### src/rtl/acc_alu_pkg.sv
package acc_alu_pkg;

  localparam int OP_W = 5;

  typedef enum logic [OP_W-1:0] {
    OP_ADD  = 5'd0,
    OP_ADDC = 5'd1,
    OP_SUBB = 5'd2,
    OP_DA   = 5'd3,
    OP_INC  = 5'd4,
    OP_DEC  = 5'd5,
    OP_AND  = 5'd6,
    OP_OR   = 5'd7,
    OP_XOR  = 5'd8,
    OP_CPL  = 5'd9,
    OP_CLR  = 5'd10,
    OP_RL   = 5'd11,
    OP_RLC  = 5'd12,
    OP_RR   = 5'd13,
    OP_RRC  = 5'd14,
    OP_SWAP = 5'd15,
    OP_XCHD = 5'd16,
    OP_MUL  = 5'd17,
    OP_DIV  = 5'd18
  } alu_op_e;

  typedef struct packed {
    logic cy;
    logic ac;
    logic ov;
  } alu_flags_t;

endpackage

### src/rtl/acc_alu_addsub.sv
// Carry-chained adder/subtractor with half-word and signed-overflow flags.
module acc_alu_addsub #(
  parameter int DATA_W = 8
) (
  input  logic [DATA_W-1:0] a_i,
  input  logic [DATA_W-1:0] b_i,
  input  logic              cin_i,
  input  logic              sub_i,
  output logic [DATA_W-1:0] res_o,
  output logic              cy_o,
  output logic              ac_o,
  output logic              ov_o
);
  localparam int NIB = DATA_W / 2;

  logic [DATA_W-1:0] bx;
  logic              cx;
  logic [DATA_W:0]   full_sum;
  logic [NIB:0]      low_sum;

  always_comb begin
    bx       = sub_i ? ~b_i : b_i;
    cx       = sub_i ? ~cin_i : cin_i;
    full_sum = {1'b0, a_i} + {1'b0, bx} + {{DATA_W{1'b0}}, cx};
    low_sum  = {1'b0, a_i[NIB-1:0]} + {1'b0, bx[NIB-1:0]} + {{NIB{1'b0}}, cx};
    res_o    = full_sum[DATA_W-1:0];
    // For subtraction, no carry out means a borrow occurred.
    cy_o     = sub_i ? ~full_sum[DATA_W] : full_sum[DATA_W];
    ac_o     = sub_i ? ~low_sum[NIB] : low_sum[NIB];
    ov_o     = (a_i[DATA_W-1] == bx[DATA_W-1]) &&
               (full_sum[DATA_W-1] != a_i[DATA_W-1]);
  end
endmodule

### src/rtl/acc_alu_bcd.sv
// Two-step packed-BCD correction of an accumulator after an add.
module acc_alu_bcd #(
  parameter int DATA_W = 8
) (
  input  logic [DATA_W-1:0] a_i,
  input  logic              cy_i,
  input  logic              ac_i,
  output logic [DATA_W-1:0] res_o,
  output logic              cy_o
);
  localparam int NIB = DATA_W / 2;
  localparam logic [NIB-1:0]  NINE  = NIB'(9);
  localparam logic [DATA_W:0] LO_FIX = (DATA_W+1)'(6);
  localparam logic [DATA_W:0] HI_FIX = (DATA_W+1)'(6) << NIB;

  logic              fix_lo;
  logic              fix_hi;
  logic              c_mid;
  logic [DATA_W:0]   step1;
  logic [DATA_W:0]   step2;

  always_comb begin
    fix_lo = (a_i[NIB-1:0] > NINE) | ac_i;
    step1  = {1'b0, a_i} + (fix_lo ? LO_FIX : '0);
    c_mid  = cy_i | step1[DATA_W];
    fix_hi = (step1[DATA_W-1:NIB] > NINE) | c_mid;
    step2  = {1'b0, step1[DATA_W-1:0]} + (fix_hi ? HI_FIX : '0);
    res_o  = step2[DATA_W-1:0];
    cy_o   = c_mid | step2[DATA_W];
  end
endmodule

### src/rtl/acc_alu_perm.sv
// Rotates, nibble swap and low-nibble exchange.
module acc_alu_perm #(
  parameter int DATA_W = 8
) (
  input  logic [DATA_W-1:0] a_i,
  input  logic [DATA_W-1:0] m_i,
  input  logic              cy_i,
  output logic [DATA_W-1:0] rl_o,
  output logic [DATA_W-1:0] rr_o,
  output logic [DATA_W-1:0] rlc_o,
  output logic [DATA_W-1:0] rrc_o,
  output logic              cy_left_o,
  output logic              cy_right_o,
  output logic [DATA_W-1:0] swap_o,
  output logic [DATA_W-1:0] xa_o,
  output logic [DATA_W-1:0] xm_o
);
  localparam int NIB = DATA_W / 2;

  always_comb begin
    rl_o       = {a_i[DATA_W-2:0], a_i[DATA_W-1]};
    rr_o       = {a_i[0], a_i[DATA_W-1:1]};
    rlc_o      = {a_i[DATA_W-2:0], cy_i};
    rrc_o      = {cy_i, a_i[DATA_W-1:1]};
    cy_left_o  = a_i[DATA_W-1];
    cy_right_o = a_i[0];
    swap_o     = {a_i[NIB-1:0], a_i[DATA_W-1:NIB]};
    xa_o       = {a_i[DATA_W-1:NIB], m_i[NIB-1:0]};
    xm_o       = {m_i[DATA_W-1:NIB], a_i[NIB-1:0]};
  end
endmodule

### src/rtl/acc_alu_muldiv.sv
// Unsigned multiply and restoring divide, one subtract stage per quotient bit.
module acc_alu_muldiv #(
  parameter int DATA_W = 8
) (
  input  logic [DATA_W-1:0] a_i,
  input  logic [DATA_W-1:0] b_i,
  output logic [DATA_W-1:0] prod_lo_o,
  output logic [DATA_W-1:0] prod_hi_o,
  output logic [DATA_W-1:0] quot_o,
  output logic [DATA_W-1:0] rem_o
);
  localparam int PW = 2 * DATA_W;

  logic [PW-1:0]     prod;
  logic [DATA_W-1:0] part [DATA_W+1];

  assign prod      = {{DATA_W{1'b0}}, a_i} * {{DATA_W{1'b0}}, b_i};
  assign prod_lo_o = prod[DATA_W-1:0];
  assign prod_hi_o = prod[PW-1:DATA_W];

  assign part[DATA_W] = '0;

  for (genvar i = 0; i < DATA_W; i++) begin : g_stage
    localparam int K = DATA_W - 1 - i;
    logic [DATA_W:0] trial;
    logic [DATA_W:0] diff;
    assign trial     = {part[K+1], a_i[K]};
    assign diff      = trial - {1'b0, b_i};
    assign quot_o[K] = ~diff[DATA_W];
    assign part[K]   = diff[DATA_W] ? trial[DATA_W-1:0] : diff[DATA_W-1:0];
  end

  assign rem_o = part[0];
endmodule

### src/rtl/acc_alu.sv
module acc_alu
  import acc_alu_pkg::*;
#(
  parameter int DATA_W = 8
) (
  input  logic              clk,
  input  logic              rst_n,
  input  logic              op_valid_i,
  input  logic [4:0]        op_i,
  input  logic [DATA_W-1:0] acc_i,
  input  logic [DATA_W-1:0] opnd_i,
  input  logic [DATA_W-1:0] b_i,
  input  logic              cy_i,
  input  logic              ac_i,
  input  logic              ov_i,
  output logic [DATA_W-1:0] acc_o,
  output logic [DATA_W-1:0] b_o,
  output logic [DATA_W-1:0] opnd_o,
  output logic              cy_o,
  output logic              ac_o,
  output logic              ov_o,
  output logic              res_valid_o
);
  localparam int SYNC_STAGES = 2;

  // Reset: asserted asynchronously, released on the clock.
  logic [SYNC_STAGES-1:0] rst_sync_q;
  logic                   rst_n_s;

  always_ff @(posedge clk or negedge rst_n) begin
    if (!rst_n) rst_sync_q <= '0;
    else        rst_sync_q <= {rst_sync_q[SYNC_STAGES-2:0], 1'b1};
  end
  assign rst_n_s = rst_sync_q[SYNC_STAGES-1];

  // Functional units.
  logic              as_sub;
  logic [DATA_W-1:0] as_res;
  logic              as_cy, as_ac, as_ov;

  assign as_sub = (op_i == OP_SUBB);

  acc_alu_addsub #(.DATA_W(DATA_W)) u_addsub (
    .a_i   (acc_i),
    .b_i   (opnd_i),
    .cin_i ((op_i == OP_ADD) ? 1'b0 : cy_i),
    .sub_i (as_sub),
    .res_o (as_res),
    .cy_o  (as_cy),
    .ac_o  (as_ac),
    .ov_o  (as_ov)
  );

  logic [DATA_W-1:0] da_res;
  logic              da_cy;

  acc_alu_bcd #(.DATA_W(DATA_W)) u_bcd (
    .a_i   (acc_i),
    .cy_i  (cy_i),
    .ac_i  (ac_i),
    .res_o (da_res),
    .cy_o  (da_cy)
  );

  logic [DATA_W-1:0] rl_v, rr_v, rlc_v, rrc_v, swap_v, xa_v, xm_v;
  logic              cy_l, cy_r;

  acc_alu_perm #(.DATA_W(DATA_W)) u_perm (
    .a_i        (acc_i),
    .m_i        (opnd_i),
    .cy_i       (cy_i),
    .rl_o       (rl_v),
    .rr_o       (rr_v),
    .rlc_o      (rlc_v),
    .rrc_o      (rrc_v),
    .cy_left_o  (cy_l),
    .cy_right_o (cy_r),
    .swap_o     (swap_v),
    .xa_o       (xa_v),
    .xm_o       (xm_v)
  );

  logic [DATA_W-1:0] p_lo, p_hi, q_v, r_v;

  acc_alu_muldiv #(.DATA_W(DATA_W)) u_muldiv (
    .a_i       (acc_i),
    .b_i       (b_i),
    .prod_lo_o (p_lo),
    .prod_hi_o (p_hi),
    .quot_o    (q_v),
    .rem_o     (r_v)
  );

  // Next-state selection.
  alu_op_e           op_e;
  logic [DATA_W-1:0] acc_n, b_n, mem_n;
  alu_flags_t        fl_n;

  always_comb begin
    op_e  = alu_op_e'(op_i);
    acc_n = acc_i;
    b_n   = b_i;
    mem_n = opnd_i;
    fl_n  = '{cy: cy_i, ac: ac_i, ov: ov_i};
    case (op_e)
      OP_ADD, OP_ADDC, OP_SUBB: begin
        acc_n = as_res;
        fl_n  = '{cy: as_cy, ac: as_ac, ov: as_ov};
      end
      OP_DA: begin
        acc_n   = da_res;
        fl_n.cy = da_cy;
      end
      OP_INC:  acc_n = acc_i + DATA_W'(1);
      OP_DEC:  acc_n = acc_i - DATA_W'(1);
      OP_AND:  acc_n = acc_i & opnd_i;
      OP_OR:   acc_n = acc_i | opnd_i;
      OP_XOR:  acc_n = acc_i ^ opnd_i;
      OP_CPL:  acc_n = ~acc_i;
      OP_CLR:  acc_n = '0;
      OP_RL:   acc_n = rl_v;
      OP_RR:   acc_n = rr_v;
      OP_RLC: begin
        acc_n   = rlc_v;
        fl_n.cy = cy_l;
      end
      OP_RRC: begin
        acc_n   = rrc_v;
        fl_n.cy = cy_r;
      end
      OP_SWAP: acc_n = swap_v;
      OP_XCHD: begin
        acc_n = xa_v;
        mem_n = xm_v;
      end
      OP_MUL: begin
        acc_n   = p_lo;
        b_n     = p_hi;
        fl_n.cy = 1'b0;
        fl_n.ov = |p_hi;
      end
      OP_DIV: begin
        fl_n.cy = 1'b0;
        if (b_i == '0) begin
          fl_n.ov = 1'b1;
        end else begin
          acc_n   = q_v;
          b_n     = r_v;
          fl_n.ov = 1'b0;
        end
      end
      default: ;
    endcase
  end

  // Result registers, enabled by the request strobe.
  logic [DATA_W-1:0] acc_q, b_q, mem_q;
  alu_flags_t        fl_q;
  logic              vld_q;

  always_ff @(posedge clk or negedge rst_n_s) begin
    if (!rst_n_s) begin
      acc_q <= '0;
      b_q   <= '0;
      mem_q <= '0;
      fl_q  <= '0;
    end else if (op_valid_i) begin
      acc_q <= acc_n;
      b_q   <= b_n;
      mem_q <= mem_n;
      fl_q  <= fl_n;
    end
  end

  always_ff @(posedge clk or negedge rst_n_s) begin
    if (!rst_n_s) vld_q <= 1'b0;
    else          vld_q <= op_valid_i;
  end

  assign acc_o       = acc_q;
  assign b_o         = b_q;
  assign opnd_o      = mem_q;
  assign cy_o        = fl_q.cy;
  assign ac_o        = fl_q.ac;
  assign ov_o        = fl_q.ov;
  assign res_valid_o = vld_q;

endmodule

### config.mk
export PLATFORM = sky130hd
export DESIGN_NAME = acc_alu
export DESIGN_NICKNAME = d
export VERILOG_FILES = /design/src/rtl/acc_alu_pkg.sv /design/src/rtl/acc_alu_addsub.sv /design/src/rtl/acc_alu_bcd.sv /design/src/rtl/acc_alu_perm.sv /design/src/rtl/acc_alu_muldiv.sv /design/src/rtl/acc_alu.sv
export SDC_FILE = /design/constraint.sdc
export NUM_CORES = 1
export LEC_CHECK = 0
export CORE_MARGIN = 1
export CORE_UTILIZATION = 55
export DETAILED_ROUTE_END_ITERATION = 6
export GPL_TIMING_DRIVEN = 0
export PLACE_DENSITY_LB_ADDON = 0.3
export RECOVER_POWER = 25
export SLEW_MARGIN = 20
export SYNTH_ARGS = -nofsm -noshare
export SYNTH_HDL_FRONTEND = slang
export SYNTH_SLANG_ARGS = --single-unit
export TNS_END_PERCENT = 100
### constraint.sdc
create_clock -name clk -period 1 [get_ports clk]
set_input_delay 0.1 -clock clk [delete_from_list [all_inputs] [get_ports clk]]
set_output_delay 0.1 -clock clk [all_outputs]
set_load 0.01 [all_outputs]
==> results of run 1 <==
[layer usage]
| layer | share of wire, % | track usage (%) | wire length [um] | vias up |
|---|---|---|---|---|
| met3 | 6.6 | 3.57 | 1990 | 149 |
| met1 | 38 | 41.3 | 11500 | 4315 |
| li1 | - | - | - | 4095 |
| met5 | 0 | 0 | 0 | - |
| met2 | 49 | 62.1 | 14800 | 465 |
| met4 | 6.4 | 17.1 | 1930 | 0 |
[cells by family after synthesis]
family | Yosys count | share of synthesized area [%]
AOI/OAI and AO/OA | 297 | 24.5
xor gates and xnor gates | 73 | 7.67
adders and majority gates | 184 | 31.6
buffers and inverters | 149 | 7.15
DFF | 30 | 8.91
muxes | 33 | 4.42
other | 2 | 0.0891
and+or+nand+nor | 281 | 15.6
[cell type report]
class,count,area [um^2]
Tap cell,184,230
Buffer,34,465
Clock buffer,6,139
Clock inverter,2,12.5
Sequential cell,30,752
Multi-Input combinational cell,872,8070
Timing Repair Buffer,184,1520
Inverter,113,470
Timing Repair inverter,1,6.26
Fill cell,941,3090
[per-stage QoR]
step | util, % | cells | cell area, um^2
final | 79.1 | 1426 | 11700
after global routing | 79.1 | 1426 | 11700
after CTS | 73.7 | 1385 | 10900
after detailed placement | 66.3 | 1292 | 9780
after global placement | 66.2 | 1292 | 9770
after floorplan | - | 1051 | 8970
[registers in the layout (all words and copies together) (netlist names)]
name / count
ov_o: 1
ac_o: 1
opnd_o: 8
b_o: 8
acc_o: 8
cy_o: 1
res_valid_o: 1
rst_sync_q: 2
[placed cells by master (no fill, tap or decap), types with 27 or more instances in the layout]
cell and n:
nand2_1 78, buf_4 114, fa_1 36, xnor2_1 51, inv_1 92, a21oi_1 44, a21oi_2 27, o21ai_0 31
dfrtp_1 29, nor2_1 84, ha_1 114, a21o_1 33
[synth_stat cells, types with 6 or more instances]
library cell	count
nand2_1	86
nor2b_1	13
xnor2_1	53
a21oi_1	76
inv_1	109
nor3_1	14
a22oi_1	15
xor2_1	19
nand3_1	14
nor2_1	98
a221o_1	6
o21ai_0	54
nand2b_1	11
mux2i_1	9
ha_1	135
fa_1	48
a221oi_1	11
dfrtp_1	30
a21o_1	34
o21a_1	14
nand4_1	6
clkbuf_1	22
mux2_2	20
o21bai_1	14
o22ai_1	8
[final timing paths]
check	start	endpoint	slack (ns)	cells after the start
min in group asynchronous	rst_sync_q[1]$_DFF_PN0_	opnd_o[6]$_DFFE_PN0P_	0.27	0
worst min register to register	rst_sync_q[1]$_DFF_PN0_	opnd_o[6]$_DFFE_PN0P_	0.27	0
worst max register to register	opnd_o[7]$_DFFE_PN0P_	opnd_o[7]$_DFFE_PN0P_	0.12	2
worst max-delay path	acc_i[7]	b_o[3]$_DFFE_PN0P_	-13.69	87
worst min-delay path	op_valid_i	res_valid_o$_DFF_PN0_	0.08	1
max in group asynchronous	rst_n	rst_sync_q[1]$_DFF_PN0_	0.26	2
[timing repair]
action,in CTS,in global routing
cloned,1,0
setup buffers,85,42
pin swaps,64,97
hold buffers,1,0
endpoints found under the setup margin,83,44
hold endpoints to repair,2,0
resized for setup,219,204
[critical path: cells and delay by family]
| family | cells | cell delay [ns] |
|---|---|---|
| xor+xnor | 1 | 0.20 |
| buf+inv | 13 | 1.51 |
| compound gates | 42 | 6.39 |
| simple gates | 18 | 2.90 |
| fa+ha+maj | 9 | 2.36 |
| mux | 4 | 1.31 |
==> flow_metrics.tcl, run 1 <==
set metrics [dict create \
    antenna_found_initial 0 \
    dp_hpwl_um 20000 \
    crit_slowest_cell "o41ai_4" \
    avgSynthCellArea_um2 8.04 \
    synth-seq-cells 30 \
    hold_slack_ns 0.0849 \
    drv_slew 0 \
    start_util_pct 57.1 \
    fin_ws_ns -13.69 \
    die_x_um 126 \
    synthTopCellsByArea "ha_1 20%, fa_1 11%, dfrtp_1 8.9%" \
    cap_violations 0 \
    async_flop_share_pct 100 \
    max-slew-margin-rel_pct 38.3 \
    critPathMaxFanout 7 \
    antenna_cells 0 \
    crit_type "in -> reg" \
    dr.first_iter.drc_count 722 \
    grt.total_usage_pct 34.6 \
    syn_area_um2 8430 \
    clk_pin_slew_worst_paths_ns 0.05 \
    synth_top_area_cell "ha_1" \
    numCtsBuffers 5 \
    h-tree-depth 2 \
    synth.distinct_cells 83 \
    dpl_worst_slack_ns -15.79 \
    wl_um 30300 \
    setup_viol_count_final 26 \
    finalHoldViolCount 0 \
    root_buffer "clkbuf_16" \
    via_per_inst 6.33 \
    finalCriticalPeriod_ns 14.69 \
    grt_pass1_wl_um 43300 \
    gp_congestion 0.980 \
    max_freq_ghz 0.0681 \
    cts_tree "done" \
    cts.sinks 30 \
    rsz0062_at_grt "yes" \
    area_delta_synth_final_pct 38.4 \
    outcome "finished, violations left" \
    slowest_delay_ns 0.47 \
    yosys_warnings 0 \
    drtPass1Iterations 5 \
    fin_tns_setup_ns -174.63 \
    grt_max_degree 29 \
    fin_crit_sh_pct 1470 \
    die_y_um 126 \
    route.antenna.remaining_nets 0 \
    required_ns 1.16 \
    wl_per_cell_um 21.2 \
    synth_top_area_share_pct 20.0 \
    seq_area_frac_synth_pct 8.91 \
    hp-class "in -> reg" \
    route.vias.total 9024 \
    drc 0 \
    clock_path_buffers 2 \
    arrival_ns 14.84 \
    tightest_slew_ns 0.902 \
    netlist_instances 1049 \
    clock_latency_ns 0.27 \
    die_area_um2 15800 \
    synth-edff-count 0 \
    placementRows 44 \
    coreArea_um2 14800 \
    synthFlopType "dfrtp_1" \
    io_buffers 57 \
    final_nets 1459 \
    path_common_cell "a21oi_2" \
    endpoint_kind "flop" \
    cp-start-kind "input pin" \
    ios 63 \
    clock_skew_ns 0.00414 \
    grt.overflow.total 0 \
    grt_pass1_vias 8625 \
    drive_above_1_share_pct 33.9 \
    violations "setup timing" \
]
Power of run 1 is left out: the tool's default activity adds up to more than one toggle a clock period on the data nets, which glitch-free logic cannot reach.
==> inputs of run 2 (changes only) <==
--- a/config.mk
+++ b/config.mk
@@ -7,6 +7,7 @@
 export LEC_CHECK = 0
 export CORE_MARGIN = 1
 export CORE_UTILIZATION = 55
+export CTS_CLUSTER_DIAMETER = 30
 export DETAILED_ROUTE_END_ITERATION = 6
 export GPL_TIMING_DRIVEN = 0
 export PLACE_DENSITY_LB_ADDON = 0.3
==> constraint.sdc (replaced) <==
create_clock -name clk -period 18.5 [get_ports clk]
set_input_delay 1.85 -clock clk [delete_from_list [all_inputs] [get_ports clk]]
set_output_delay 1.85 -clock clk [all_outputs]
set_load 0.01 [all_outputs]
==> run 2 against run 1 <==
Against the previous run: the flow now finishes without violations; setup slack improved by 14 ns; hold slack improved by 0.27 ns; routed wire length decreased by 17%; die area unchanged; sequential cell count unchanged; largest cell class unchanged; final area decreased by 16%; critical endpoint is now b_o[5]$_DFFE_PN0P_.
==> flow_metrics.tcl, run 2 (synthesized netlist as in run 1, its figures left out) <==
set metrics [dict create \
    gp_congestion 0.984 \
    dp_hpwl_um 19300 \
    outcome "finished, final reports clean" \
    drc 0 \
    cp-start-kind "input pin" \
    final_nets 1354 \
    slowest_delay_ns 0.46 \
    cts.sinks 30 \
    r2r.worst_path.cells 0 \
    die_y_um 126 \
    cap_violations 0 \
    clock_path_buffers 2 \
    coreArea_um2 14800 \
    utilization_pct 66.2 \
    cts_tree "done" \
    route.vias.total 8197 \
    wl_um 25000 \
    path_common_cell "a21oi_2" \
    clk_pin_slew_worst_paths_ns 0.05 \
    io_buffers 57 \
    grt_pass1_wl_um 40000 \
    instances_no_fill 1321 \
    crit_type "in -> reg" \
    reg2reg_setup_slack_ns 17.40 \
    die_area_um2 15800 \
    final_common_cell "ha_1" \
    max-slew-margin-rel_pct 27.4 \
    critPathMaxFanout 10 \
    crit_family "compound AO/OA/AOI/OAI gates" \
    drive_above_1_share_pct 12.3 \
    arrival_ns 17.90 \
    drtPass1Iterations 5 \
    placedCellCount 1292 \
    rr_startpoint "rst_sync_q[1]$_DFF_PN0_" \
    hold_depth 0 \
    hp-class "reg -> reg" \
    setup_viol_count_final 0 \
    grt.overflow.total 0 \
    clock_skew_ns 0.00469 \
    numCtsBuffers 5 \
    min_to "rst_sync_q[1]$_DFF_PN0_" \
    clock_latency_ns 0.28 \
    hold_buffers 0 \
    required_ns 18.66 \
    area_delta_synth_final_pct 15.8 \
    crit_buf_inv 11 \
    hp-start "rst_sync_q[0]$_DFF_PN0_" \
    finalCriticalPeriod_ns 17.74 \
    grt_pass1_vias 7914 \
    die_x_um 126 \
    route.antenna.remaining_nets 0 \
    max_freq_ghz 0.0564 \
    final_cell_mix "134 x ha_1, 108 x inv_1, 97 x nor2_1, 84 x nand2_1, 64 x a21oi_1" \
    start_util_pct 57.1 \
    timing.rr.end "b_o[5]$_DFFE_PN0P_" \
    finalHoldViolCount 0 \
    grt.total_usage_pct 31.8 \
    wl_per_cell_um 18.9 \
    root_buffer "clkbuf_16" \
    dr.first_iter.drc_count 598 \
    antenna_cells 0 \
    h-tree-depth 2 \
    grt_max_degree 29 \
    drv_slew 0 \
    fin_crit_sh_pct 95.9 \
    ios 63 \
    crit_slowest_cell "a2111oi_4" \
    placementRows 44 \
    tightest_slew_ns 1.06 \
    antenna_found_initial 0 \
    endpoint_kind "flop" \
    via_per_inst 6.21 \
]
run 2: cell count changes in the layout (fill, tap and decap cells not counted), moves of 13 or more:
cell | previous run | this run
a21oi_2 | 27 | 12
buf_6 | 21 | 5
nor2_1 | 84 | 97
ha_1 | 114 | 134
clkbuf_2 | 17 | 0
inv_1 | 92 | 108
o21ai_0 | 31 | 48
clkdlybuf4s50_1 | 8 | 53
ha_4 | 20 | 0
buf_4 | 114 | 23
clkbuf_1 | 3 | 20
a21oi_1 | 44 | 64
run 2: final cells by class:
cell class	instances	area [um^2]
Sequential cell	30	751
Buffer	35	208
Clock inverter	1	5.00
Multi-Input combinational cell	873	7280
Timing Repair inverter	1	3.75
Fill cell	1292	4990
Inverter	113	433
Timing Repair Buffer	77	713
Clock buffer	7	143
Tap cell	184	230
run 2: what timing repair did:
item / CTS / global route
setup buffers: 5 / 15
cloned: 2 / 0
gates resized for setup: 44 / 32
endpoints found under the setup margin: 9 / 9
pin swaps: 5 / 15
run 2: how the worst max path moves through the flow:
stage | cells after the start | from | slack (ns) | to
global placement | 86 | acc_i[7] | -2.67 | b_o[5]$_DFFE_PN0P_
floorplan | 83 | acc_i[7] | 0.48 | b_o[1]$_DFFE_PN0P_
finish | 80 | acc_i[6] | 0.76 | b_o[5]$_DFFE_PN0P_
detailed placement | 88 | acc_i[7] | -2.83 | b_o[5]$_DFFE_PN0P_
global route | 85 | acc_i[7] | -0.17 | b_o[5]$_DFFE_PN0P_
CTS | 84 | acc_i[7] | 0.03 | b_o[5]$_DFFE_PN0P_
run 2: through the flow:
stage | hold slack (ns) | worst slack, ns | TNS (ns) | cell area [um^2]
2_1_floorplan | 0.331 | 0.480 | 0 | 8440
3_3_place_gp | 0.334 | -2.67 | -23.51 | 9240
3_5_place_dp | 0.340 | -2.83 | -24.97 | 9240
4_1_cts | 0.352 | 0.0315 | 0 | 9530
5_1_grt | 0.355 | -0.173 | -1.07 | 9760
6_report | 0.350 | 0.760 | 0 | 9760
run 2: per-layer routing:
layer | part of all wire [%] | track usage, % | vias to the layer above
met3 | 7.2 | 4.29 | 92
li1 | - | - | 3864
met2 | 46 | 53.3 | 374
met5 | 0 | 0 | -
met4 | 5.7 | 16.1 | 0
met1 | 41 | 40.1 | 3867
Power of run 2 is left out for the same reason.
==> inputs of run 3 (changes only) <==
--- a/config.mk
+++ b/config.mk
@@ -6,7 +6,7 @@
 export NUM_CORES = 1
 export LEC_CHECK = 0
 export CORE_MARGIN = 1
-export CORE_UTILIZATION = 55
+export CORE_UTILIZATION = 60
 export CTS_CLUSTER_DIAMETER = 30
 export DETAILED_ROUTE_END_ITERATION = 6
 export GPL_TIMING_DRIVEN = 0
==> run 3 against run 2 <==
Against the previous run: register-to-register slack is essentially flat; setup slack lost 0.12 ns; die area shrank 8.2%; clock-buffer cell count grew 1; clock skew grew 0.00075 ns; final cell count shrank 0.23%; utilization grew 6.8 points; hold slack gained 0.00089 ns; via count grew 0.29%; routed wire length shrank 0.62%; critical path type unchanged; highest routed layer unchanged.
==> flow_metrics.tcl, run 3 (synthesized netlist as in run 1, its figures left out) <==
set metrics [dict create \
    hold_buffers 0 \
    wl_um 24900 \
    clock_skew_ns 0.00544 \
    gp_congestion 1.00 \
    max_freq_ghz 0.0560 \
    timing.rr.end "acc_o[3]$_DFFE_PN0P_" \
    io_buffers 57 \
    outcome "finished, final reports clean" \
    h-tree-depth 2 \
    instances_no_fill 1318 \
    crit_slowest_cell "a2111oi_4" \
    hp-start "rst_sync_q[0]$_DFF_PN0_" \
    clock_latency_ns 0.27 \
    finalCriticalPeriod_ns 17.86 \
    hold_depth 0 \
    cap_violations 0 \
    route.vias.total 8221 \
    fin_ws_ns 0.637 \
    grt_pass1_wl_um 39400 \
    grt_pass1_vias 8015 \
    final_nets 1359 \
    fin_crit_sh_pct 96.6 \
    antenna_found_initial 0 \
    stdcell_area_um2 9820 \
    reg2reg_setup_slack_ns 17.40 \
    crit_type "in -> reg" \
    die_x_um 121 \
    grt.overflow.total 0 \
    die_area_um2 14500 \
    wl_per_cell_um 18.9 \
    arrival_ns 18.02 \
    numCtsBuffers 5 \
    coreArea_um2 13500 \
    drtPass1Iterations 6 \
    dr.first_iter.drc_count 658 \
    top_layer "met4" \
    cts_tree "done" \
    finalHoldViolCount 0 \
    final_cell_mix "133 x ha_1, 108 x inv_1, 98 x nor2_1, 84 x nand2_1, 64 x a21oi_1" \
    path_common_cell "a21oi_2" \
    filler_cell_count 1053 \
    antenna_cells 0 \
    dpl_worst_slack_ns -2.98 \
    endpoint_kind "flop" \
    place_area_um2 9230 \
    rr_startpoint "rst_sync_q[1]$_DFF_PN0_" \
    start_util_pct 62.7 \
    r2r.worst_path.cells 0 \
    clk_pin_slew_worst_paths_ns 0.05 \
    hp-class "reg -> reg" \
    met1_length_um 9970 \
    cts.sinks 30 \
    ios 63 \
    placedCellCount 1284 \
    route.antenna.remaining_nets 0 \
    die_y_um 121 \
    setup_viol_count_final 0 \
    grt.total_usage_pct 34.5 \
    clock_path_buffers 2 \
    cp-start-kind "input pin" \
    drive_above_1_share_pct 12.5 \
    wl_met2_um 11600 \
    drc 0 \
    root_buffer "clkbuf_16" \
    wl_met3_um 1830 \
    required_ns 18.65 \
    max-slew-margin-rel_pct 14.5 \
    dp_hpwl_um 19200 \
    area_delta_synth_final_pct 16.5 \
    grt_max_degree 29 \
    final_common_cell "ha_1" \
    critPathMaxFanout 10 \
    drv_slew 0 \
    slowest_delay_ns 0.45 \
    via_per_inst 6.24 \
    placementRows 42 \
    min_to "rst_sync_q[1]$_DFF_PN0_" \
    tightest_slew_ns 1.28 \
]
run 3: through the flow:
| step | hold slack (ns) | util, % | setup TNS (ns) |
|---|---|---|---|
| floorplan | 0.331 | - | 0 |
| global placement | 0.334 | 68.6 | -23.40 |
| detailed placement | 0.337 | 68.6 | -26.45 |
| CTS | 0.358 | 71.0 | 0 |
| global route | 0.368 | 73.0 | -0.890 |
| finish | 0.351 | 73.0 | 0 |
run 3: how the worst max path moves through the flow:
stage / startpoint / endpoint / depth (start not counted)
2_1_floorplan: acc_i[7] / b_o[1]$_DFFE_PN0P_ / 83
5_1_grt: acc_i[7] / b_o[1]$_DFFE_PN0P_ / 84
6_report: acc_i[7] / b_o[2]$_DFFE_PN0P_ / 84
3_5_place_dp: acc_i[7] / b_o[1]$_DFFE_PN0P_ / 85
4_1_cts: b_i[1] / b_o[2]$_DFFE_PN0P_ / 81
3_3_place_gp: acc_i[7] / b_o[1]$_DFFE_PN0P_ / 86
run 3: what timing repair did:
action	in CTS	in global routing
pin swaps	6	21
buffers inserted	6	19
gates resized for setup	48	28
gates cloned	1	1
setup endpoints to repair	10	9
run 3: per-layer routing:
metal / track usage (%) / vias up
li1: - / 3880
met1: 42.8 / 3875
met2: 59.5 / 374
met3: 3.02 / 92
met4: 17.8 / 0
met5: 0 / -
run 3: layout make-up:
class                   count  area, um^2  area share [%]
plain buffers              35         214            2.18
clock buffers               8         166            1.69
inverters                 113         433            4.41
multi-input cells         873        7280            74.2
flip-flops and latches     30         751            7.65
well taps                 176         220            2.24
repair buffers             83         753            7.67
run 3: worst max-delay path, delay by kind of cell:
kind	cells	cell delay (ns)
AO/OA/AOI/OAI	40	7.22
AND/OR/NAND/NOR	15	2.37
buffers and inverters	13	1.84
adder cells (fa/ha/maj)	9	2.50
multiplexers	6	1.97
XOR/XNOR	1	0.18
Power of run 3 is left out for the same reason.
